`config.mk`:
```
export PLATFORM = sky130hd
export DESIGN_NAME = rs485_dir_ctrl
export DESIGN_NICKNAME = d
export VERILOG_FILES = /design/src/rtl/rs485_pkg.sv /design/src/rtl/rs485_txq.sv /design/src/rtl/rs485_shifter.sv /design/src/rtl/rs485_dir_fsm.sv /design/src/rtl/rs485_dir_ctrl.sv
export SDC_FILE = /design/constraint.sdc
export NUM_CORES = 1
export LEC_CHECK = 0
export ABC_AREA = 0
export BUFFER_PORTS_ARGS = -buffer_cell sky130_fd_sc_hd__buf_2
export CORE_ASPECT_RATIO = 0.9
export CORE_UTILIZATION = 40
export DETAILED_ROUTE_END_ITERATION = 16
export PLACE_DENSITY_LB_ADDON = 0.1
export REMOVE_ABC_BUFFERS = 1
export SLEW_MARGIN = 20
export SYNTH_ARGS = -nofsm -noshare
export SYNTH_HDL_FRONTEND = slang
export SYNTH_SLANG_ARGS = --single-unit
```
`constraint.sdc`:
```
create_clock -name clk -period 2.7 [get_ports clk]
set_input_delay 0.135 -clock clk [delete_from_list [all_inputs] [get_ports clk]]
set_output_delay 0.135 -clock clk [all_outputs]
set_load 0.1 [all_outputs]
```
`src/rtl/rs485_pkg.sv`:
```
package rs485_pkg;

    typedef enum logic [1:0] {
        SH_IDLE,
        SH_START,
        SH_DATA,
        SH_STOP
    } shift_state_t;

    typedef enum logic {
        DIR_RX,
        DIR_TX
    } dir_state_t;

endpackage

```
`src/rtl/rs485_txq.sv`:
```
module rs485_txq #(
    parameter int DEPTH = 16,
    parameter int WIDTH = 8
) (
    input  logic             clk,
    input  logic             rst_n,
    input  logic             push,
    input  logic [WIDTH-1:0] push_data,
    input  logic             pop,
    output logic [WIDTH-1:0] head_data,
    output logic             empty,
    output logic             full,
    output logic             accepted,
    output logic             ovf_flag,
    output logic [$clog2(DEPTH+1)-1:0] level
);

    localparam int PW = (DEPTH > 1) ? $clog2(DEPTH) : 1;
    localparam int CW = $clog2(DEPTH + 1);
    localparam logic [PW-1:0] PTR_LAST = PW'(DEPTH - 1);
    localparam logic [CW-1:0] CNT_FULL = CW'(DEPTH);

    logic [WIDTH-1:0] mem [DEPTH];
    logic [PW-1:0]    wr_ptr;
    logic [PW-1:0]    rd_ptr;
    logic [CW-1:0]    count;
    logic             do_pop;

    // Fullness is judged on the count held before this edge
    assign full      = (count == CNT_FULL);
    assign empty     = (count == '0);
    assign accepted  = push && !full;
    assign do_pop    = pop && !empty;
    assign head_data = mem[rd_ptr];
    assign level     = count;

    always_ff @(posedge clk) begin
        if (accepted) begin
            mem[wr_ptr] <= push_data;
        end
    end

    always_ff @(posedge clk or negedge rst_n) begin
        if (!rst_n) begin
            wr_ptr <= '0;
        end else if (accepted) begin
            wr_ptr <= (wr_ptr == PTR_LAST) ? '0 : wr_ptr + 1'b1;
        end
    end

    always_ff @(posedge clk or negedge rst_n) begin
        if (!rst_n) begin
            rd_ptr <= '0;
        end else if (do_pop) begin
            rd_ptr <= (rd_ptr == PTR_LAST) ? '0 : rd_ptr + 1'b1;
        end
    end

    always_ff @(posedge clk or negedge rst_n) begin
        if (!rst_n) begin
            count <= '0;
        end else begin
            unique case ({accepted, do_pop})
                2'b10:   count <= count + 1'b1;
                2'b01:   count <= count - 1'b1;
                default: count <= count;
            endcase
        end
    end

    always_ff @(posedge clk or negedge rst_n) begin
        if (!rst_n) begin
            ovf_flag <= 1'b0;
        end else if (push && full) begin
            ovf_flag <= 1'b1;
        end
    end

endmodule

```
`src/rtl/rs485_shifter.sv`:
```
module rs485_shifter
    import rs485_pkg::*;
#(
    parameter int WIDTH = 8,
    parameter int TICKS = 16
) (
    input  logic             clk,
    input  logic             rst_n,
    input  logic             baud_tick,
    input  logic             avail,
    input  logic [WIDTH-1:0] load_data,
    output logic             take,
    output logic             txd,
    output logic             idle
);

    localparam int TW = (TICKS > 1) ? $clog2(TICKS) : 1;
    localparam int BW = (WIDTH > 1) ? $clog2(WIDTH) : 1;
    localparam logic [TW-1:0] TICK_LAST = TW'(TICKS - 1);
    localparam logic [BW-1:0] BIT_LAST  = BW'(WIDTH - 1);

    shift_state_t     state;
    shift_state_t     state_nxt;
    logic [TW-1:0]    tick_cnt;
    logic [BW-1:0]    bit_cnt;
    logic [WIDTH-1:0] shreg;
    logic             bit_end;

    assign bit_end = baud_tick && (tick_cnt == TICK_LAST);

    // Next-state logic
    always_comb begin
        state_nxt = state;
        unique case (state)
            SH_IDLE:  if (avail)   state_nxt = SH_START;
            SH_START: if (bit_end) state_nxt = SH_DATA;
            SH_DATA:  if (bit_end && (bit_cnt == BIT_LAST)) state_nxt = SH_STOP;
            SH_STOP:  if (bit_end) state_nxt = SH_IDLE;
            default:  state_nxt = SH_IDLE;
        endcase
    end

    // State register
    always_ff @(posedge clk or negedge rst_n) begin
        if (!rst_n) begin
            state <= SH_IDLE;
        end else begin
            state <= state_nxt;
        end
    end

    // Bit timing and data path
    always_ff @(posedge clk or negedge rst_n) begin
        if (!rst_n) begin
            tick_cnt <= '0;
            bit_cnt  <= '0;
            shreg    <= '0;
        end else begin
            unique case (state)
                SH_IDLE: begin
                    tick_cnt <= '0;
                    bit_cnt  <= '0;
                    if (avail) begin
                        shreg <= load_data;
                    end
                end
                SH_START, SH_STOP: begin
                    if (baud_tick) begin
                        tick_cnt <= bit_end ? '0 : tick_cnt + 1'b1;
                    end
                end
                SH_DATA: begin
                    if (baud_tick) begin
                        tick_cnt <= bit_end ? '0 : tick_cnt + 1'b1;
                    end
                    if (bit_end) begin
                        shreg   <= shreg >> 1;
                        bit_cnt <= (bit_cnt == BIT_LAST) ? '0 : bit_cnt + 1'b1;
                    end
                end
                default: begin
                    tick_cnt <= '0;
                    bit_cnt  <= '0;
                end
            endcase
        end
    end

    // Outputs
    always_comb begin
        take = 1'b0;
        txd  = 1'b1;
        idle = 1'b0;
        unique case (state)
            SH_IDLE: begin
                idle = 1'b1;
                take = avail;
            end
            SH_START: txd = 1'b0;
            SH_DATA:  txd = shreg[0];
            SH_STOP:  txd = 1'b1;
            default:  txd = 1'b1;
        endcase
    end

endmodule

```
`src/rtl/rs485_dir_fsm.sv`:
```
module rs485_dir_fsm
    import rs485_pkg::*;
(
    input  logic clk,
    input  logic rst_n,
    input  logic wr_accept,
    input  logic tx_empty,
    input  logic auto_on,
    input  logic pol_inv,
    input  logic sw_rts,
    output logic dir_out
);

    dir_state_t state;
    dir_state_t state_nxt;
    logic       pin_nxt;
    logic       pin_q;

    // Next-state logic: a new write always wins over the release
    always_comb begin
        state_nxt = state;
        unique case (state)
            DIR_RX: if (wr_accept) state_nxt = DIR_TX;
            DIR_TX: if (tx_empty && !wr_accept) state_nxt = DIR_RX;
            default: state_nxt = DIR_RX;
        endcase
    end

    // State register
    always_ff @(posedge clk or negedge rst_n) begin
        if (!rst_n) begin
            state <= DIR_RX;
        end else begin
            state <= state_nxt;
        end
    end

    // Pin level chosen from the next state so the pin moves on the same edge
    always_comb begin
        if (auto_on) begin
            pin_nxt = (state_nxt == DIR_TX) ? pol_inv : !pol_inv;
        end else begin
            pin_nxt = sw_rts;
        end
    end

    // Registered output, glitch-free
    always_ff @(posedge clk or negedge rst_n) begin
        if (!rst_n) begin
            pin_q <= 1'b1;
        end else begin
            pin_q <= pin_nxt;
        end
    end

    assign dir_out = pin_q;

endmodule

```
`src/rtl/rs485_dir_ctrl.sv`:
```
module rs485_dir_ctrl #(
    parameter int DEPTH = 16,
    parameter int WIDTH = 8,
    parameter int TICKS = 16
) (
    input  logic             clk,
    input  logic             rst_n,
    input  logic             wr_en,
    input  logic [WIDTH-1:0] wr_data,
    input  logic             baud_tick,
    input  logic             auto_strap_n,
    input  logic             auto_en_reg,
    input  logic             pol_inv,
    input  logic             sw_rts,
    output logic             txd,
    output logic             dir_out,
    output logic             ovf_flag
);

    localparam int CW = $clog2(DEPTH + 1);

    logic [WIDTH-1:0] head_data;
    logic             q_empty;
    logic             q_full;
    logic             wr_accept;
    logic             take;
    logic             sh_idle;
    logic             tx_empty;
    logic             auto_on;
    logic [CW-1:0]    q_level;

    // Strap (active low) overrides; otherwise the register bit decides
    assign auto_on  = !auto_strap_n || auto_en_reg;
    assign tx_empty = q_empty && sh_idle;

    rs485_txq #(
        .DEPTH (DEPTH),
        .WIDTH (WIDTH)
    ) u_txq (
        .clk       (clk),
        .rst_n     (rst_n),
        .push      (wr_en),
        .push_data (wr_data),
        .pop       (take),
        .head_data (head_data),
        .empty     (q_empty),
        .full      (q_full),
        .accepted  (wr_accept),
        .ovf_flag  (ovf_flag),
        .level     (q_level)
    );

    rs485_shifter #(
        .WIDTH (WIDTH),
        .TICKS (TICKS)
    ) u_shifter (
        .clk       (clk),
        .rst_n     (rst_n),
        .baud_tick (baud_tick),
        .avail     (!q_empty),
        .load_data (head_data),
        .take      (take),
        .txd       (txd),
        .idle      (sh_idle)
    );

    rs485_dir_fsm u_dir (
        .clk       (clk),
        .rst_n     (rst_n),
        .wr_accept (wr_accept),
        .tx_empty  (tx_empty),
        .auto_on   (auto_on),
        .pol_inv   (pol_inv),
        .sw_rts    (sw_rts),
        .dir_out   (dir_out)
    );

endmodule

```
# Yosys cells after proc, flatten, opt, wreduce, memory -nomap -nowiden
# Memories as Yosys holds them, arrays and structs flattened.
# Index checks and enable logic that the tools add are counted.
dict set report op_classes {
  bitwise_logic 1
  n_div 0
  n_addsub 6
  reduce_logical 21
  mux 26
  shifts 0
  order_cmp 0
  n_eq_ne 16
  multipliers 0
}
# operator count
set op_table {}
lappend op_table {{$mux W4} 4}
lappend op_table {{$mux W8} 2}
lappend op_table {{$pmux W8 S2} 1}
lappend op_table {{$add A4 B1 Y4 const B} 3}
lappend op_table {{$eq A4 B4 Y1 const B} 3}
lappend op_table {{$ne A2 B1 Y1 const B} 5}
lappend op_table {{$pmux W5 S2} 1}
lappend op_table {{$mux W2} 4}
lappend op_table {{$pmux W2 S4} 1}
lappend op_table {{$pmux W4 S2} 1}
lappend op_table {{$logic_and A1 B1 Y1} 7}
lappend op_table {{$mux W1} 7}
lappend op_table {{$eq A2 B2 Y1 const B} 3}
lappend op_table {{$mux W3} 2}
lappend op_table {{$pmux W3 S2} 1}
lappend op_table {{$add A5 B1 Y5 const B} 1}
lappend op_table {{$eq A5 B5 Y1 const B} 1}
lappend op_table {{$logic_not A1 Y1} 5}
lappend op_table {{$logic_not A5 Y1} 1}
lappend op_table {{$sub A5 B1 Y5 const B} 1}
lappend op_table {{$eq A2 B1 Y1 const B} 2}
lappend op_table {{$pmux W1 S2} 2}
lappend op_table {{$reduce_and A4 Y1} 1}
lappend op_table {{$reduce_bool A2 Y1} 2}
lappend op_table {{9 further kinds} 9}
dict set report word_totals {
  n_memories 1
  romBits 0
  latch_bits 0
  inputBits 16
  wordCells 81
  output_inout_bits 3
  mem_bits_rw 128
  ff_bits 33
}
# name words word_bits read_ports rd_clocked_by_memory_dff wr line_no
set memory_table {}
lappend memory_table {u_txq.mem 16 8 1 0 1 rs485_txq.sv:23} ;# logic [WIDTH-1:0] mem [DEPTH];

# Depth between registers and ports, before layout
# Gate-level depths: netlist of run 1.
dict set report depth {
  depth_word 9
  ltp_mapped 13
  ltp_nobuf 10
}

# Cells and area by module
# A second synthesis of run 1 with hierarchy kept.
dict set report unflattened {
  hier_cells 444
  hier_area_um2 7036.7
}
# module cells_each area_each_um2 n_inst
set by_module_without_submodules {}
lappend by_module_without_submodules {rs485_txq 313 5798.1 1}
lappend by_module_without_submodules {rs485_shifter 120 1129.8 1}
lappend by_module_without_submodules {rs485_dir_fsm 8 92.6 1}
lappend by_module_without_submodules {rs485_dir_ctrl 3 16.3 1}

# Worst setup path after synthesis of run 1
# Ideal clock, no wire load.
dict set report synth_path {
  kind {register -> register}
  from {register u_txq.count[1] (netlist: u_txq.level[1])}
  to {register u_txq.count[4] (netlist: u_txq.level[4])}
  period_less_slack_ps 2803
  arrival_ps 2724
  n_path_buf 3
  setup_slack_ps -103
  stages_incl_launch_ff 13
  setup_ps 79
  required_time_ps 2621
  cell_sequence {dfrtp_1 buf_6 or4_4 o21a_1 buf_6 ha_1 clkbuf_1 xor2_1 ha_1 o21ai_0 a21oi_1 a311oi_2 xor2_1}
}
dict set report synth_via {
  elab_chain_cells 6
  word_cells_on_any_way 13
  classes_between {2 x add/sub; 3 x eq/ne; 2 x mux; 6 x reduce/logical}
}
# item line_no
set synth_lines {}
lappend synth_lines {{from (decl)} rs485_txq.sv:26} ;# logic [CW-1:0] count;
lappend synth_lines {{from (signal assigned)} rs485_txq.sv:64} ;# 2'b10: count <= count + 1'b1;
lappend synth_lines {{from (signal assigned)} rs485_txq.sv:65} ;# 2'b01: count <= count - 1'b1;
lappend synth_lines {{from (signal assigned)} rs485_txq.sv:66} ;# default: count <= count;
lappend synth_lines {{$logic_not A5 Y1 (*)} rs485_txq.sv:31} ;# assign empty = (count == '0);
lappend synth_lines {{$logic_not A1 Y1 (*)} {rs485_txq.sv:33, rs485_dir_ctrl.sv:60}}
lappend synth_lines {{$mux W1} rs485_shifter.sv:94} ;# unique case (state)
lappend synth_lines {{$logic_and A1 B1 Y1 (*)} rs485_txq.sv:33} ;# assign do_pop = pop && !empty;
lappend synth_lines {{via u_txq.do_pop} rs485_txq.sv:27} ;# logic do_pop;
lappend synth_lines {{$eq A2 B1 Y1 or $eq A2 B2 Y1 (tied branches)} rs485_txq.sv:63} ;# unique case ({accepted, do_pop})
lappend synth_lines {{$pmux W5 S2 or $reduce_bool A2 Y1 (tied branches)} -}
# Mark *: on every way through the listed nets, which the timed path passes. The rest lies on a longest branch.
# A chain may end at the register's enable or synchronous reset.

# Worst setup path in the final report of run 1
dict set report layout_path {
  from {register u_txq.count[3] (netlist: u_txq.level[3])}
  to {register u_txq.count[4] (netlist: u_txq.level[4])}
}
dict set report layout_via {
  elab_chain_cells 6
  word_cells_on_any_way 13
  classes_between {2 x add/sub; 3 x eq/ne; 2 x mux; 6 x reduce/logical}
}
# item line_no
set layout_lines {}
lappend layout_lines {{$logic_not A5 Y1} rs485_txq.sv:31}
lappend layout_lines {{$logic_not A1 Y1} {rs485_txq.sv:33, rs485_dir_ctrl.sv:60}}
lappend layout_lines {{$mux W1} rs485_shifter.sv:94}
lappend layout_lines {{$logic_and A1 B1 Y1} rs485_txq.sv:33}
lappend layout_lines {{$eq A2 B1 Y1 or $eq A2 B2 Y1 (tied branches)} rs485_txq.sv:63}
lappend layout_lines {{$pmux W5 S2 or $reduce_bool A2 Y1 (tied branches)} -}
# Several ways; a longest one is shown, not always the timed one.

==> results.md, run 1 <==
* GRT overflow at 0
* Min-delay worst type: in -> reg
* Count leader, synth: edfxtp_1
* Period minus WS final at 2.50 ns
* Static Leak at 2.90 nW
* Layout cells sized above 1 at 20.5%
* Cells on Worst Hold Path at 3
* Core footprint at 16800 um^2
* Crit start category: flip-flop
* CTS Buffer Depth at 2
* Synth Cell Area at 6850 um^2
* Vias in the first global route at 3642
* Final Routed Wirelength at 13.7 mm
* Antenna fix cells at 0
* Worst VDD drop at 0.000510 V
* Crit Path Max Fanout at 4
* Via density at 5.31
* Final core occ at 46.8%
* Hpwl dp at 8.92 mm
* Worst reg2reg path depth at 9
* Largest net degree at the start of global routing at 34
* Top cells by area, synth: edfxtp_1 56%, dfrtp_1 12%, mux4_2 5.9%
* DRC viols at 0
* CP Data Arrival Time at 2.85 ns
* PortBufs at 18
* Max Clock Skew at 0.00918 ns
* H-tree depth at 4
* Top cell type's share of synthesized area at 56.1%
* CP endpoint kind: flip-flop
* CTS tree: yes
* Starting density of the core at 40.7%
* Final ANT Viol Nets at 0
* Final hold vios at 0
* Worst slew margin at 33.7%
* Die Footprint at 17700 um^2
* Max_cap viols at 0
* Layout area overhead at 15.0%
* Flop2flop setup slack at 0.20 ns
* NumNets Final at 503
* Main synth FF type: edfxtp_1
* Slew Viols, Final at 0
* Post-synth top area cell: edfxtp_1
* Synth Instances at 439
* RR Startpoint: u_txq.level[3]
* Floorplan row count at 45
* Worst r2r dst: u_txq.level[4]
* Gpl congestion at 0.806
* # IOs at 19
* CTS Buf Count at 17
* Non-Filler Instances at 694
* Clk root buf: clkbuf_16
* First-pass GRT wire length at 21.4 mm
* Post-synth EDFFs at 128
* Synth async-reset ratio at 20.5%
* Synth unique cells at 50
* Worst Hold End: u_shifter.tick_cnt[0]
* Total negative setup slack at 0 ns
* Data required time of the worst path at 3.05 ns
* Syn avg cell area at 15.6 um^2
* Antenna violations before repair at 0
* DIE HEIGHT at 126 um
* Die width at 140 um
* Final period util at 92.7%
* Hold path start: baud_tick
* Outcome: finished clean
* Worst Path Class, Setup: reg -> reg
* Post-synthesis register bit count at 161
* Yosys warning total at 0
* Post-synth top cells: 128 x edfxtp_1, 37 x nand2_1, 32 x dfrtp_1, 32 x mux2i_1, 28 x nor2_1
* Final Power at 8.91 mW
* Number of fill cells in the layout at 1459
* Seq/Total Area, Yosys at 68.2%
* Clock Sinks at 161
* Peak Freq at 399 MHz
* Worst slew pin tran at 0.990 ns
* Clock-pin slew on the worst setup and hold paths at 0.06 ns
* Routed length per instance at 19.7 um
* WHS at 0.0374 ns
* # setup viols final at 0
* GRT Overall Usage at 16.7%
* DP Cell Count at 659
* Clk_lat worst skew at 0.42 ns
* Pwr Density at 1130 nW/um^2
* Drt initial violations at 235
* Vias at 3687
* 1st-pass router iterations at 4
==> power by group <==
part | switching [mW] | internal (mW) | total (mW) | leakage [nW]
Sequential | 0.345 | 3.08 | 3.42 | 1.55
Combinational | 1.63 | 1.25 | 2.88 | 1.04
Clock | 0.970 | 1.64 | 2.61 | 0.303
Total | 2.95 | 5.96 | 8.91 | 2.90
==> cell usage in the layout, fill, tap and decap left out, types with 7 or more instances in the layout <==
cell type    n
mux2i_1     32
xor2_1       7
a211o_1      7
nor2_1      28
buf_4       15
a21oi_1      8
mux4_2      18
a22oi_1     14
o22ai_1      7
o21ai_0      8
a31oi_1      8
nand2_1     37
edfxtp_1   128
buf_2       18
ha_1        15
clkbuf_16   17
inv_1        8
dfrtp_1     31
==> metrics by stage <==
| step | area [um^2] | worst slack [ns] |
|---|---|---|
| after floorplan | 6720 | -0.130 |
| after global placement | 7200 | 0.167 |
| after detailed placement | 7200 | 0.120 |
| after CTS | 7870 | 0.0993 |
| after global routing | 7880 | -0.0276 |
| final | 7880 | 0.196 |
==> critical path, stage by stage, from the launching register on <==
cell	delay, ns
dfrtp_1	0.42
or4_4	0.53
o21a_1	0.21
ha_2	0.22
xor2_1	0.15
ha_1	0.21
o21ai_0	0.16
a21oi_1	0.09
a311oi_2	0.28
xor2_1	0.16
==> kinds of logic (layout without fill, tap and decap cells) <==
group                    after synthesis  in the layout  share of synthesized area, %
AO/OA/AOI/OAI                         70             70                          7.21
XOR/XNOR                              11             11                          1.41
adder cells (fa/ha/maj)               16             16                          2.92
buffers and inverters                 32             76                          2.43
flip-flops                           161            161                          68.2
multiplexers                          55             55                          11.4
AND/OR/NAND/NOR                       94             94                          6.46
==> repair_timing <==
action,in CTS,in global routing
hold buffers,3,0
setup endpoints to repair,0,3
buffers inserted,0,1
endpoints found under the hold margin,34,0
gates resized for setup,0,2
==> per-layer routing <==
| metal | vias up | GRT usage, % | share of wire, % |
|---|---|---|---|
| met4 | 0 | 6.08 | 0.51 |
| li1 | 1752 | - | - |
| met3 | 5 | 4.37 | 3.8 |
| met1 | 1862 | 23.7 | 48 |
| met5 | - | 0 | 0 |
| met2 | 68 | 24.8 | 47 |
==> sequential cells by signal (all words and copies together), names as in the netlist <==
register,cells
u_txq.mem,128
u_shifter.shreg,8
u_txq.level,5
u_shifter.tick_cnt,4
u_txq.rd_ptr,4
u_txq.wr_ptr,4
u_shifter.bit_cnt,3
u_shifter.state,2
u_dir.dir_out,1
u_dir.state,1
u_txq.ovf_flag,1
==> cell type report <==
| cell class | count | area, um^2 | share of cell area (%) |
|---|---|---|---|
| Clock buffer | 17 | 425 | 5.40 |
| Clock inverter | 14 | 213 | 2.70 |
| Inverter | 8 | 30.0 | 0.381 |
| Multi-Input combinational cell | 246 | 2020 | 25.7 |
| Sequential cell | 161 | 4670 | 59.3 |
| Tap cell | 211 | 264 | 3.35 |
| Timing Repair Buffer | 37 | 253 | 3.21 |
==> how the worst max path moves through the flow <==
stage          cells past startpoint  slack (ns)       startpoint                 end
2_1_floorplan                      4       -0.13  u_txq.rd_ptr[1]  u_shifter.shreg[6]
3_3_place_gp                       9        0.17   u_txq.level[3]      u_txq.level[4]
3_5_place_dp                      11        0.12   u_txq.level[1]      u_txq.level[3]
4_1_cts                           11         0.1   u_txq.level[1]      u_txq.level[4]
5_1_grt                           11       -0.03   u_txq.level[1]      u_txq.level[4]
6_report                           9        0.20   u_txq.level[3]      u_txq.level[4]
Note: power is estimated with default switching activity, not from simulation.
==> run 2: changes to the inputs <==
--- a/config.mk
+++ b/config.mk
@@ -10,6 +10,7 @@
 export CORE_ASPECT_RATIO = 0.9
 export CORE_UTILIZATION = 40
 export DETAILED_ROUTE_END_ITERATION = 16
+export HOLD_SLACK_MARGIN = 0.08
 export PLACE_DENSITY_LB_ADDON = 0.1
 export REMOVE_ABC_BUFFERS = 1
 export SLEW_MARGIN = 20
==> run 2 against run 1 <==
  * Clock skew rose by 0.0029 ns
  * Die area did not move
  * Fmax barely moved
  * Register-to-register slack barely moved
  * Sequential power barely moved
  * Critical path depth did not move
  * Clock power barely moved
  * Sequential share of layout area fell by 0.15 points
  * Sequential cell count did not move
  * Via count rose by 0.22%
  * Critical path type unchanged
  * Largest power group unchanged
==> results.md, run 2 (synthesis results as in run 1) <==
* Antenna violations before repair at 0 (unchanged)
* PortBufs at 18 (unchanged)
* Final Routed Wirelength at 13.7 mm (about the same)
* Starting density of the core at 40.7% (unchanged)
* Final period util at 92.7% (about the same)
* Static Leak at 2.91 nW (was 2.90 nW)
* M3 GR Usage at 4.37% (unchanged)
* Clk_lat worst skew at 0.42 ns (about the same)
* Drt initial violations at 230 (was 235)
* Gpl congestion at 0.806 (unchanged)
* Hpwl dp at 8.92 mm (unchanged)
* Clock-pin slew on the worst setup and hold paths at 0.06 ns (about the same)
* Worst VDD drop at 0.000510 V (about the same)
* First-pass GRT wire length at 21.4 mm (about the same)
* DRC viols at 0 (unchanged)
* Die width at 140 um (unchanged)
* Crit Path Max Fanout at 4 (unchanged)
* Slew Viols, Final at 0 (unchanged)
* Worst slew pin tran at 0.991 ns (was 0.990 ns)
* Top reg by flops: u_txq.mem (unchanged)
* Floorplan row count at 45 (unchanged)
* Final ANT Viol Nets at 0 (unchanged)
* Final core occ at 46.9% (was 46.8%)
* Die Footprint at 17700 um^2 (unchanged)
* Met1 usage at 23.8% (was 23.7%)
* Pre-CTS setup slack at 0.120 ns (unchanged)
* Pwr Density at 1130 nW/um^2 (about the same)
* H-tree depth at 4 (unchanged)
* Max Clock Skew at 0.0121 ns (was 0.00918 ns)
* GR Util met2 at 24.8% (about the same)
* # IOs at 19 (unchanged)
* Layout cells sized above 1 at 20.4% (was 20.5%)
* Crit start category: flip-flop (unchanged)
* Via density at 5.31 (about the same)
* Max FFs per register at 128 (unchanged)
* Routed length per instance at 19.7 um (about the same)
* Commonest non-fill, non-tap cell in the layout: edfxtp_1 (unchanged)
* 1st-pass router iterations at 4 (unchanged)
* Max_cap viols at 0 (unchanged)
* CTS Buf Count at 17 (unchanged)
* NumNets Final at 505 (was 503)
* Post-route setup slack at 0.196 ns (about the same)
* Worst slew margin at 33.7% (about the same)
* Data required time of the worst path at 3.05 ns (about the same)
* Antenna fix cells at 0 (unchanged)
* Vias in the first global route at 3656 (was 3642)
* Peak Freq at 399 MHz (about the same)
* Largest net degree at the start of global routing at 34 (unchanged)
* Clk root buf: clkbuf_16 (unchanged)
* CTS tree: yes (unchanged)
* Layout area overhead at 15.3% (was 15.0%)
* CP endpoint kind: flip-flop (unchanged)
* GRT overflow at 0 (unchanged)
* WHS at 0.118 ns (was 0.0374 ns)
* Core footprint at 16800 um^2 (unchanged)
* CP Data Arrival Time at 2.85 ns (about the same)
* Worst Path Class, Setup: reg -> reg (unchanged)
* Clock Sinks at 161 (unchanged)
* GRT Overall Usage at 16.7% (about the same)
* DIE HEIGHT at 126 um (unchanged)
* Busiest layer in global routing: met2 (unchanged)
* Final hold vios at 0 (unchanged)
* Outcome: finished clean (unchanged)
* Vias at 3695 (was 3687)
* # setup viols final at 0 (unchanged)
* CTS Buffer Depth at 2 (unchanged)
* Most frequent cells in the layout: 128 x edfxtp_1, 37 x nand2_1, 32 x mux2i_1, 31 x dfrtp_1, 28 x nor2_1 (unchanged)
* Min-delay worst type: in -> reg (unchanged)
* Period minus WS final at 2.50 ns (about the same)
## run 2: cell count changes in the layout (fill, tap and decap cells not counted)
cell,previous run,this run
dlygate4sd3_1,3,5
## run 2: path summary, 6_finish.rpt
path	depth (start not counted)	endpoint	slack, ns	start
hold reg to reg	1	u_txq.ovf_flag	0.48	u_txq.ovf_flag
min in group asynchronous	2	u_shifter.tick_cnt[1]	0.33	rst_n
setup / recovery	9	u_txq.level[4]	0.20	u_txq.level[3]
setup reg to reg	9	u_txq.level[4]	0.20	u_txq.level[3]
max in group asynchronous	2	u_txq.rd_ptr[1]	1.84	rst_n
hold / removal	1	u_txq.mem[5][7]	0.12	wr_data[7]
## run 2: final cells by class
| class | count | area, um^2 |
|---|---|---|
| clock buffers | 17 | 425 |
| clock inverters | 14 | 213 |
| fillers | 1456 | 8930 |
| inverters | 8 | 30.0 |
| multi-input cells | 246 | 2020 |
| flip-flops and latches | 161 | 4670 |
| well taps | 211 | 264 |
| repair buffers | 39 | 273 |
## run 2: through the flow
stage	power, mW	cell area (um^2)	cells	setup TNS (ns)
3_5_place_dp	6.36	7200	659	0
3_3_place_gp	6.30	7200	659	0
5_1_grt	9.42	7900	696	-0.0370
6_report	8.93	7900	696	0
2_1_floorplan	5.48	6720	415	-1.07
4_1_cts	8.99	7890	695	0
## run 2: repair_timing
item                                    CTS  global route
resized for setup                         0             2
endpoints found under the hold margin    36             0
setup buffers                             0             1
hold buffers                              5             0
endpoints found under the setup margin    0             4
## run 2: metal layers
metal	vias up	routed length, um
met3	5	531
met4	0	69
met2	72	6440
met5	-	0
li1	1760	-
met1	1858	6660
## run 2: power by group
part	internal, mW	switching [mW]	total, mW	leakage (nW)
sequential	3.08	0.348	3.43	1.55
clock	1.64	0.970	2.61	0.303
combinational	1.25	1.64	2.89	1.05
total	5.97	2.96	8.93	2.91
## run 2: worst max-delay path, stage by stage, from the launching register on
cell      delay (ns)
dfrtp_1         0.42
or4_4           0.53
o21a_1          0.21
ha_2            0.22
xor2_1          0.15
ha_1            0.21
o21ai_0         0.16
a21oi_1         0.09
a311oi_2        0.28
xor2_1          0.16
